File: config.mk
export PLATFORM = sky130hd
export DESIGN_NAME = rtc_cmd_unit
export DESIGN_NICKNAME = d
export VERILOG_FILES = /design/src/rtl/rtc_cmd_pkg.sv /design/src/rtl/rtc_cmd_sequencer.sv /design/src/rtl/rtc_bcd_clock.sv /design/src/rtl/rtc_cmd_unit.sv
export SDC_FILE = /design/constraint.sdc
export NUM_CORES = 1
export LEC_CHECK = 0
export BUFFER_PORTS_ARGS = -buffer_cell sky130_fd_sc_hd__buf_2
export CAP_MARGIN = 20
export CORE_MARGIN = 8
export CORE_UTILIZATION = 65
export DETAILED_ROUTE_END_ITERATION = 8
export PLACE_DENSITY_LB_ADDON = 0.12
export SLEW_MARGIN = 20
export SYNTH_ARGS = -nofsm -noshare
export SYNTH_HDL_FRONTEND = slang
export SYNTH_SLANG_ARGS = --single-unit
File: constraint.sdc
create_clock -name clk -period 5.5 [get_ports clk]
set_input_delay 0.55 -clock clk [delete_from_list [all_inputs] [get_ports clk]]
set_output_delay 0.55 -clock clk [all_outputs]
set_load 0.02 [all_outputs]
File: src/rtl/rtc_cmd_pkg.sv
// Shared types, codes and field checks for the emulated clock command unit.
// Assumes the date and time words keep the byte layout given in the brief.
package rtc_cmd_pkg;

    localparam int ADDR_W = 3;
    localparam int DATA_W = 32;

    localparam logic [ADDR_W-1:0] A_CTRL   = 3'd0;
    localparam logic [ADDR_W-1:0] A_DATE   = 3'd1;
    localparam logic [ADDR_W-1:0] A_TIME   = 3'd2;
    localparam logic [ADDR_W-1:0] A_SETUP  = 3'd3;
    localparam logic [ADDR_W-1:0] A_OFFSET = 3'd4;

    localparam int BUSY_BIT = 15;
    localparam int ERR_BIT  = 14;

    typedef enum logic [1:0] {
        CMD_NONE     = 2'd0,
        CMD_COMMIT   = 2'd1,
        CMD_SNAPSHOT = 2'd2
    } rtc_cmd_e;

    typedef struct packed {
        logic [7:0] weekday;
        logic [7:0] day;
        logic [7:0] month;
        logic [7:0] year;
    } rtc_date_t;

    typedef struct packed {
        logic [7:0] pad;
        logic [7:0] second;
        logic [7:0] minute;
        logic [7:0] hour;
    } rtc_time_t;

    // True when both nibbles of a byte are decimal digits.
    function automatic logic bcd_byte_ok(input logic [7:0] b);
        return (b[3:0] <= 4'd9) && (b[7:4] <= 4'd9);
    endfunction

    // True when staged date and time may be loaded into the live clock.
    function automatic logic fields_ok(input rtc_date_t d, input rtc_time_t t);
        logic ok;
        ok = bcd_byte_ok(d.year) && bcd_byte_ok(d.month) && bcd_byte_ok(d.day)
          && bcd_byte_ok(t.hour) && bcd_byte_ok(t.minute) && bcd_byte_ok(t.second);
        ok = ok && (d.month != 8'h00) && (d.month <= 8'h12);
        ok = ok && (t.hour <= 8'h23) && (t.minute <= 8'h59) && (t.second <= 8'h59);
        return ok;
    endfunction

    // Adds one to a valid BCD byte.
    function automatic logic [7:0] bcd_inc(input logic [7:0] b);
        if (b[3:0] == 4'd9) return {b[7:4] + 4'd1, 4'd0};
        return {b[7:4], b[3:0] + 4'd1};
    endfunction

endpackage

File: src/rtl/rtc_cmd_sequencer.sv
// Command sequencer: on an accepted start it holds busy for BUSY_CYCLES
// cycles and pulses done in the last busy cycle. It assumes the caller
// only raises start while busy is low.
module rtc_cmd_sequencer
    import rtc_cmd_pkg::*;
#(
    parameter int BUSY_CYCLES = 4
) (
    input  logic     clk,
    input  logic     rst_n,
    input  logic     start,
    input  rtc_cmd_e start_kind,
    output logic     busy,
    output logic     done,
    output rtc_cmd_e kind
);
    localparam int CNT_W = (BUSY_CYCLES > 1) ? $clog2(BUSY_CYCLES) : 1;
    localparam logic [CNT_W-1:0] CNT_LOAD = CNT_W'(BUSY_CYCLES - 1);

    logic [CNT_W-1:0] remain;

    // Done fires on the last busy cycle.
    assign done = busy && (remain == '0);

    // Loads the countdown on start and retires it when it reaches zero.
    always_ff @(posedge clk) begin
        if (!rst_n) begin
            busy   <= 1'b0;
            remain <= '0;
            kind   <= CMD_NONE;
        end else if (start) begin
            busy   <= 1'b1;
            remain <= CNT_LOAD;
            kind   <= start_kind;
        end else if (busy) begin
            if (remain == '0) busy <= 1'b0;
            else remain <= remain - 1'b1;
        end
    end
endmodule

File: src/rtl/rtc_bcd_clock.sv
// Live clock: holds date and time, loads them on request and advances
// the seconds in BCD on each tick once running. Date fields are not advanced.
// Assumes the loaded values are valid BCD within range.
module rtc_bcd_clock
    import rtc_cmd_pkg::*;
#(
    parameter int NUM_FIELDS = 3
) (
    input  logic      clk,
    input  logic      rst_n,
    input  logic      load,
    input  rtc_date_t load_date,
    input  rtc_time_t load_time,
    input  logic      tick,
    output rtc_date_t cur_date,
    output rtc_time_t cur_time,
    output logic      running
);
    localparam logic [7:0] FIELD_MAX [NUM_FIELDS] = '{8'h59, 8'h59, 8'h23};

    logic [7:0] field     [NUM_FIELDS];
    logic [7:0] field_nxt [NUM_FIELDS];
    logic       carry     [NUM_FIELDS+1];

    assign field[0] = cur_time.second;
    assign field[1] = cur_time.minute;
    assign field[2] = cur_time.hour;
    assign carry[0] = tick && running;

    // Ripple carry from seconds up to hours.
    for (genvar i = 0; i < NUM_FIELDS; i++) begin : g_digit
        always_comb begin
            field_nxt[i] = field[i];
            if (carry[i])
                field_nxt[i] = (field[i] == FIELD_MAX[i]) ? 8'h00 : bcd_inc(field[i]);
        end
        assign carry[i+1] = carry[i] && (field[i] == FIELD_MAX[i]);
    end

    // Holds the live values: a load wins over a tick in the same cycle.
    always_ff @(posedge clk) begin
        if (!rst_n) begin
            cur_date <= '0;
            cur_time <= '0;
            running  <= 1'b0;
        end else if (load) begin
            cur_date <= load_date;
            cur_time <= load_time;
            running  <= 1'b1;
        end else begin
            cur_time.second <= field_nxt[0];
            cur_time.minute <= field_nxt[1];
            cur_time.hour   <= field_nxt[2];
        end
    end
endmodule

File: src/rtl/rtc_cmd_unit.sv
// Top of the emulated clock command unit. It keeps the staging registers,
// issues commands to the sequencer, applies them when they complete and
// serves registered reads. It assumes one bus access of each kind per cycle.
module rtc_cmd_unit
    import rtc_cmd_pkg::*;
#(
    parameter int BUSY_CYCLES = 4
) (
    input  logic              clk,
    input  logic              rst_n,
    input  logic              wr_en,
    input  logic [ADDR_W-1:0] wr_addr,
    input  logic [DATA_W-1:0] wr_data,
    input  logic              rd_en,
    input  logic [ADDR_W-1:0] rd_addr,
    output logic [DATA_W-1:0] rd_data,
    input  logic              sec_tick
);
    rtc_date_t         stage_date;
    rtc_time_t         stage_time;
    logic [DATA_W-1:0] stage_setup, stage_offset;
    logic [DATA_W-1:0] held_setup, held_offset;
    logic [DATA_W-1:0] view_setup, view_offset;
    logic              err;
    logic [1:0]        last_code;

    logic      busy, done, running;
    rtc_cmd_e  kind, new_kind;
    logic      ctrl_wr, start, stage_valid, load;
    rtc_date_t cur_date;
    rtc_time_t cur_time;
    logic [15:0] ctrl_word;

    assign ctrl_wr     = wr_en && (wr_addr == A_CTRL) && !busy;
    assign new_kind    = (wr_data[15:0] == 16'd1) ? CMD_COMMIT :
                         (wr_data[15:0] == 16'd2) ? CMD_SNAPSHOT : CMD_NONE;
    assign start       = ctrl_wr && (new_kind != CMD_NONE);
    assign stage_valid = fields_ok(stage_date, stage_time);
    assign load        = done && (kind == CMD_COMMIT) && stage_valid;
    assign ctrl_word   = {busy, err, 12'd0, last_code};

    rtc_cmd_sequencer #(.BUSY_CYCLES(BUSY_CYCLES)) u_seq (
        .clk        (clk),
        .rst_n      (rst_n),
        .start      (start),
        .start_kind (new_kind),
        .busy       (busy),
        .done       (done),
        .kind       (kind)
    );

    rtc_bcd_clock u_clock (
        .clk       (clk),
        .rst_n     (rst_n),
        .load      (load),
        .load_date (stage_date),
        .load_time (stage_time),
        .tick      (sec_tick),
        .cur_date  (cur_date),
        .cur_time  (cur_time),
        .running   (running)
    );

    // Captures host writes into the staging registers.
    always_ff @(posedge clk) begin
        if (!rst_n) begin
            stage_date   <= '0;
            stage_time   <= '0;
            stage_setup  <= '0;
            stage_offset <= '0;
        end else if (wr_en) begin
            case (wr_addr)
                A_DATE:   stage_date   <= wr_data;
                A_TIME:   stage_time   <= wr_data;
                A_SETUP:  stage_setup  <= wr_data;
                A_OFFSET: stage_offset <= wr_data;
                default:  ;
            endcase
        end
    end

    // Tracks the command code and the error flag across a command.
    always_ff @(posedge clk) begin
        if (!rst_n) begin
            err       <= 1'b0;
            last_code <= 2'd0;
        end else if (ctrl_wr) begin
            err       <= 1'b0;
            last_code <= new_kind;
        end else if (done) begin
            err <= (kind == CMD_COMMIT) ? !stage_valid : !running;
        end
    end

    // Latches settings and offset on a good commit, exposes them on a good snapshot.
    always_ff @(posedge clk) begin
        if (!rst_n) begin
            held_setup  <= '0;
            held_offset <= '0;
            view_setup  <= '0;
            view_offset <= '0;
        end else if (load) begin
            held_setup  <= stage_setup;
            held_offset <= stage_offset;
        end else if (done && (kind == CMD_SNAPSHOT) && running) begin
            view_setup  <= held_setup;
            view_offset <= held_offset;
        end
    end

    // Registered read port.
    always_ff @(posedge clk) begin
        if (!rst_n) begin
            rd_data <= '0;
        end else if (rd_en) begin
            case (rd_addr)
                A_CTRL:   rd_data <= {16'd0, ctrl_word};
                A_DATE:   rd_data <= cur_date;
                A_TIME:   rd_data <= cur_time;
                A_SETUP:  rd_data <= view_setup;
                A_OFFSET: rd_data <= view_offset;
                default:  rd_data <= '0;
            endcase
        end
    end
endmodule

==> results of run 1 <==
==> worst paths after layout <==
| kind | to | slack (ns) | cells after the start |
|---|---|---|---|
| min reg2reg | stage_date[16] | 0.45 | 2 |
| min | stage_date[28] | 0.31 | 3 |
| max reg2reg | u_clock.cur_time[14] | 2.28 | 6 |
| max | u_clock.cur_time[14] | 2.28 | 6 |
==> where the power goes <==
group          switching (mW)  total, mW  internal (mW)
combinational           0.184      0.231         0.0470
sequential             0.0134       2.65           2.64
clock                   0.964       2.32           1.36
total                    1.16       5.20           4.04
==> logic make-up (layout without fill, tap and decap cells) <==
| logic type | Yosys count | after routing | share of synthesized area [%] |
|---|---|---|---|
| mux | 11 | 11 | 0.843 |
| fa+ha+maj | 11 | 11 | 0.946 |
| compound gates | 571 | 571 | 22.2 |
| xor+xnor | 4 | 4 | 0.241 |
| simple gates | 668 | 668 | 20.5 |
| flops | 361 | 361 | 49.7 |
| buf+inv | 201 | 193 | 5.61 |
==> per-stage QoR <==
step	instances	instance area [um^2]	utilization [%]	total power, mW	worst slack (ns)
after floorplan	1827	14500	-	2.85	3.43
after global placement	2042	14800	67.7	2.93	2.38
after detailed placement	2042	14800	67.7	2.93	2.36
after CTS	2099	15900	72.7	5.21	2.35
after global routing	2099	15900	72.7	5.34	2.10
final	2099	15900	72.7	5.20	2.28
==> critical path, cell delays in order, from the launching register on <==
cell,delay (ns)
dfxtp_1,0.32
nor4_1,0.36
nand4_1,0.19
or4_2,1.09
buf_4,0.51
or3_1,0.43
o211a_1,0.13
==> Yosys cell counts (all sizes together) (6+ instances only) <==
library cell / n / area [um^2]
a21oi: 248 / 1240
nor2: 156 / 588
buf: 31 / 174
a211oi: 15 / 118
nor3: 24 / 120
nand3: 110 / 551
and3: 6 / 37.5
nand4: 8 / 56.3
o22ai: 29 / 181
inv: 43 / 161
nor2b: 10 / 62.6
o21ai: 197 / 986
and2: 34 / 213
nor4: 8 / 50.1
nand2: 280 / 1050
dfxtp: 361 / 7230
ha: 11 / 138
a22o: 29 / 254
a221oi: 28 / 245
mux2i: 10 / 100
clkbuf: 127 / 480
==> layout by cell type, fill, tap and decap left out, drive strengths merged, types with 15 or more instances in the layout <==
| cell type | synthesis | routed |
|---|---|---|
| buf | 31 | 93 |
| a221oi | 28 | 28 |
| dfxtp | 361 | 361 |
| a211oi | 15 | 15 |
| nor3 | 24 | 24 |
| clkbuf | 127 | 53 |
| inv | 43 | 44 |
| a22o | 29 | 29 |
| and2 | 34 | 34 |
| nand3 | 110 | 110 |
| o21ai | 197 | 197 |
| nand2 | 280 | 280 |
| a21oi | 248 | 248 |
| nor2 | 156 | 156 |
| o22ai | 29 | 29 |
==> per-layer routing <==
layer / wire, um / vias to the layer above
li1: - / 6251
met1: 16900 / 6181
met2: 18900 / 577
met3: 3970 / 79
met4: 1080 / 6
met5: 43 / -
==> cell type report <==
type | count | share of cell area [%]
well taps | 280 | 2.20
flip-flops and latches | 361 | 45.4
multi-input cells | 1265 | 41.1
clock inverters | 4 | 0.307
clock buffers | 53 | 6.57
inverters | 43 | 1.05
repair buffers | 93 | 3.33
==> flow_summary.yaml, run 1 <==
setup_path:
  startpoint: "stage_date[13]"
  startpoint_type: "register"
  end_kind: "register"
  timing.rr.start: "stage_date[13]"
  worstPathArrival_ns: 3.63
  critPathKind: "register to register"
  cp_data_required_time_ns: 5.90
  worst-path-max-fanout: 64
grt:
  antenna_found_initial: 3
  use_met1_pct: 39.7
  grt_max_degree: 163
  grt_pass1_wl_mm: 64.7
  met2_usage_pct: 47.7
  grt.overflow.total: 0
  grt-busiest-layer: "met2"
  grt_usage_pct: 29.6
  met3_usage_pct: 5.45
  grt_pass1_vias: 12220
routing:
  routed_wl_mm: 40.9
  drtPass1Iterations: 6
  remaining_drc_errors: 0
  vias: 13094
  first_iter_violations: 1353
  via_per_inst: 6.24
  ant_nets: 0
  detail_route.wl_per_cell_um: 19.5
min_path:
  hold_start: "wr_data[28]"
  holdCritPathClass: "primary input to register"
power_and_ir_drop:
  power.density_mw_per_mm2: 327
  ir_worst_vdd_v: 0.000362
  total_leakage_power_nw: 5.77
clock_network:
  cts_made_buffers: 37
  cts_setup_buffers: 0
  clk_latency_ns: 0.51
  cts_tree: "built"
  root_buffer: "clkbuf_16"
  path_clk_slew_ns: 0.06
  clockBufferDepth: 3
  clock_sinks: 361
  htreeDepth: 2
  cts.repair.resized: 0
  cts_hold_buffers: 0
floorplanning:
  core.rowCount: 54
  die_y_um: 166
  io_pins: 75
  initial_core_util_pct: 66.4
  die_area_mm2: 0.0274
  core_area_mm2: 0.0219
  die_w_um: 166
placement:
  place_congestion: 0.875
  hpwl_mm: 23.8
  port_buffers: 74
sta:
  setup_viol: 0
  fmax_mhz: 310
  tightestPinTransition_ns: 1.05
  fin_tns_setup_ns: 0
  timing.final.crit_period_ns: 3.22
  final_max_slew_viol_count: 0
  skew_ns: 0.0139
  slew_headroom_pct: 29.9
  period_share_pct: 58.6
  grt_setup_unrepaired: "no"
  hold_slack_ns: 0.306
  hold_viol: 0
final_layout:
  antennaDiodeCount: 0
  fillers: 1830
  multiInputGateArea_mm2: 0.00655
  area_growth_pct: 9.44
  seq_area_mm2: 0.00723
  nets: 1855
  drive_above_1_share_pct: 8.91
synthesis:
  synth_nets: 1881
  syn_area_per_cell_um2: 7.96
  ys_types: 55
  synthCells: 1827
  yosysWarningCount: 0
  synth_edf_count: 0
  synth-seq-cells: 361
  ys.flop_type: "dfxtp_1"
  ys_seq_area_share_pct: 49.7
  netlist_area_mm2: 0.0145
  async_reset_ff_share_pct: 0
run_status:
  status: "completed"
run:
  maxCapViolations: 0
No activity file was read; power rests on OpenSTA's default activity.
==> run 2, diff against run 1 <==
--- a/config.mk
+++ b/config.mk
@@ -5,10 +5,11 @@
 export SDC_FILE = /design/constraint.sdc
 export NUM_CORES = 1
 export LEC_CHECK = 0
+export ABC_AREA = 1
 export BUFFER_PORTS_ARGS = -buffer_cell sky130_fd_sc_hd__buf_2
 export CAP_MARGIN = 20
 export CORE_MARGIN = 8
-export CORE_UTILIZATION = 65
+export CORE_UTILIZATION = 55
 export DETAILED_ROUTE_END_ITERATION = 8
 export PLACE_DENSITY_LB_ADDON = 0.12
 export SLEW_MARGIN = 20
==> constraint.sdc (replaced) <==
create_clock -name clk -period 2.84 [get_ports clk]
set_input_delay 0.284 -clock clk [delete_from_list [all_inputs] [get_ports clk]]
set_output_delay 0.284 -clock clk [all_outputs]
set_load 0.02 [all_outputs]
==> run 2 against run 1 <==
Synthesized cell count is 0.38% lower. Synthesized area is 3.0% lower. Clock-buffer cell count is 6 higher. Largest power group unchanged. Final cell count is 4.8% higher. Register-to-register slack worse by 1.8 ns. Combinational power is 82% higher. Sequential share of layout area is 0.093 points higher. Worst setup slack worse by 1.8 ns. Final area is 0.20% lower. Critical path type unchanged. Via count is 7.2% lower.
==> flow_summary.yaml, run 2 <==
floorplanning:
  die_area_mm2: 0.0310
  core_area_mm2: 0.0252
  core.rowCount: 58
  initial_core_util_pct: 56.0
  io_pins: 75
  die_y_um: 176
  die_w_um: 176
sta:
  fin_tns_setup_ns: 0
  fmax_mhz: 424
  grt_setup_unrepaired: "no"
  final_max_slew_viol_count: 0
  setup_ws_ns: 0.484
  skew_ns: 0.0183
  timing.final.crit_period_ns: 2.36
  setup_viol: 0
  tightestPinTransition_ns: 1.08
  hold_viol: 0
  period_share_pct: 83.0
  slew_headroom_pct: 28.2
setup_path:
  cp_slowest_stage_delay_ns: 0.48
  startpoint_type: "register"
  critPathKind: "register to register"
  cp_data_required_time_ns: 3.24
  crit_family: "simple AND/OR/NAND/NOR gates"
  cpMostUsedCell: "nand2_1"
  cp.depth: 13
  reg2reg_depth: 13
  worstPathArrival_ns: 2.75
  critPathBufInv: 3
  cp_cell_sequence: "inv_1 -> ha_1 -> nand2_1 -> inv_2 -> nand3_1 -> nor2_1 -> nand2_1 -> nor2_4 -> nand2_4 -> buf_4 -> nand2_1 -> o21ai_0 -> a21oi_1"
  cp_slowest_cell: "buf_4"
  worst-path-max-fanout: 45
  end_kind: "register"
clock_network:
  cts.repair.resized: 0
  clock_sinks: 361
  htreeDepth: 2
  cts_hold_buffers: 0
  path_clk_slew_ns: 0.06
  root_buffer: "clkbuf_16"
  clockBufferDepth: 3
  cts_setup_buffers: 0
  cts_made_buffers: 37
  cts_tree: "built"
  clk_latency_ns: 0.52
grt:
  grt_pass1_wl_mm: 59.3
  grt_pass1_vias: 11190
  antenna_found_initial: 0
  grt_usage_pct: 23.5
  grt.overflow.total: 0
  grt_max_degree: 118
routing:
  first_iter_violations: 958
  detail_route.wl_per_cell_um: 16.9
  drtPass1Iterations: 5
  ant_nets: 0
  remaining_drc_errors: 0
  via_per_inst: 5.52
  routed_wl_mm: 37.1
  vias: 12150
placement:
  hpwl_mm: 23.6
  pre_cts_slack_ns: 0.529
  place_congestion: 0.896
  place_area_mm2: 0.0147
  port_buffers: 74
synthesis:
  yosysWarningCount: 0
  synth_compound_area_share_pct: 25.6
  yosysMostFrequentCell: "dfxtp_1"
  synthMuxAreaShare_pct: 0
  netlist_area_mm2: 0.0141
  synth_commonest_cells: "361 x dfxtp_1, 289 x a21oi_1, 274 x o21ai_0"
  ys_seq_area_share_pct: 51.2
  synth_top_family_by_area: "compound AO/OA/AOI/OAI gates"
  yosysTopAreaCellShare_pct: 51.2
  synth-xor-area-share_pct: 0.621
  synth_area_leaders: "dfxtp_1 51%, a21oi_1 10%, o21ai_0 9.7%"
  yosysTopAreaCell: "dfxtp_1"
  synth_simple_gate_area_share_pct: 11.6
  synth-seq-cells: 361
  synthCells: 1820
  syn_area_per_cell_um2: 7.75
  synth_edf_count: 0
  ys.flop_type: "dfxtp_1"
  ys_types: 40
  async_reset_ff_share_pct: 0
  synth_nets: 1874
  synthAdderAreaFrac_pct: 0.975
min_path:
  min_path_cells: 3
  holdCritPathClass: "primary input to register"
run_status:
  status: "completed"
power_and_ir_drop:
  p_sw_share_pct: 21.9
  power_mw: 10.3
  power.density_mw_per_mm2: 648
  seq_power_share_pct: 50.1
  combPwrFrac_pct: 4.1
  p_clk_share_pct: 45.8
  ir_worst_vdd_v: 0.000510
  p_sw_mw: 2.26
  p_int_mw: 8.03
  total_leakage_power_nw: 6.26
final_layout:
  final_area_mm2: 0.0159
  area_growth_pct: 12.5
  mostFrequentLayoutCell: "dfxtp_1"
  multiInputGateArea_mm2: 0.00551
  nets: 1899
  antennaDiodeCount: 0
  drive_above_1_share_pct: 9.47
  fillers: 2246
  seq_area_mm2: 0.00723
  final_util_pct: 63.1
  mostFrequentLayoutCells: "361 x dfxtp_1, 289 x a21oi_1, 274 x o21ai_0"
run:
  maxCapViolations: 0
## run 2: cell types whose count changed after synthesis, sizes merged, moves of 11 or more
cell     previous run  this run
o2111ai             0        11
nand2             280       158
a22o               29         2
o21ai             197       345
nor3               24        10
inv                43       222
nand3             110        67
a221oi             28         0
clkbuf            127        91
and2               34         0
a21oi             248       289
## run 2: final cells by class
type / count / share of cell area, %
clock buffer: 59 / 7.06
clock inverter: 5 / 0.339
inverter: 224 / 5.31
multi-input combinational: 1113 / 34.7
sequential: 361 / 45.5
tap: 330 / 2.60
timing repair buffer: 108 / 4.50
## run 2: routing by layer
metal | vias up | GRT usage, % | wire, um
met3 | 48 | 4.51 | 2830
li1 | 6102 | - | -
met2 | 384 | 36.9 | 16400
met1 | 5616 | 32.8 | 17200
met4 | 0 | 5.79 | 578
met5 | - | 0 | 0
## run 2: worst paths after layout
check | endpoint | slack [ns] | start
max reg2reg | u_clock.cur_time[15] | 0.48 | u_seq.remain[0]
max | u_clock.cur_time[15] | 0.48 | u_seq.remain[0]
min | stage_date[6] | 0.06 | wr_data[6]
min reg2reg | held_setup[5] | 0.45 | stage_setup[5]
## run 2: power groups by stage
stage	logic [mW]	registers (mW)	clock network, mW
5_1_grt	0.466	5.16	4.99
2_1_floorplan	0.248	5.26	0
3_3_place_gp	0.409	5.27	0
3_5_place_dp	0.415	5.27	0
6_report	0.420	5.16	4.72
4_1_cts	0.417	5.16	4.79
## run 2: cell families after synthesis
family,after synthesis
AOI/OAI and AO/OA,695
xor gates and xnor gates,10
adders and majority gates,11
buffers and inverters,346
DFF,361
and+or+nand+nor,397
## run 2: worst register-to-register path: stages (launching register included)
cell,delay (ns)
dfxtp_1,0.35
inv_1,0.05
ha_1,0.20
nand2_1,0.13
inv_2,0.05
nand3_1,0.08
nor2_1,0.05
nand2_1,0.09
nor2_4,0.06
nand2_4,0.29
buf_4,0.49
nand2_1,0.16
o21ai_0,0.17
a21oi_1,0.06
## run 2: metrics by stage
step / hold WS [ns] / cells
2_1_floorplan: 0.419 / 1820
5_1_grt: 0.0654 / 2200
4_1_cts: 0.0472 / 2199
3_3_place_gp: 0.434 / 2135
6_report: 0.0637 / 2200
3_5_place_dp: 0.443 / 2135
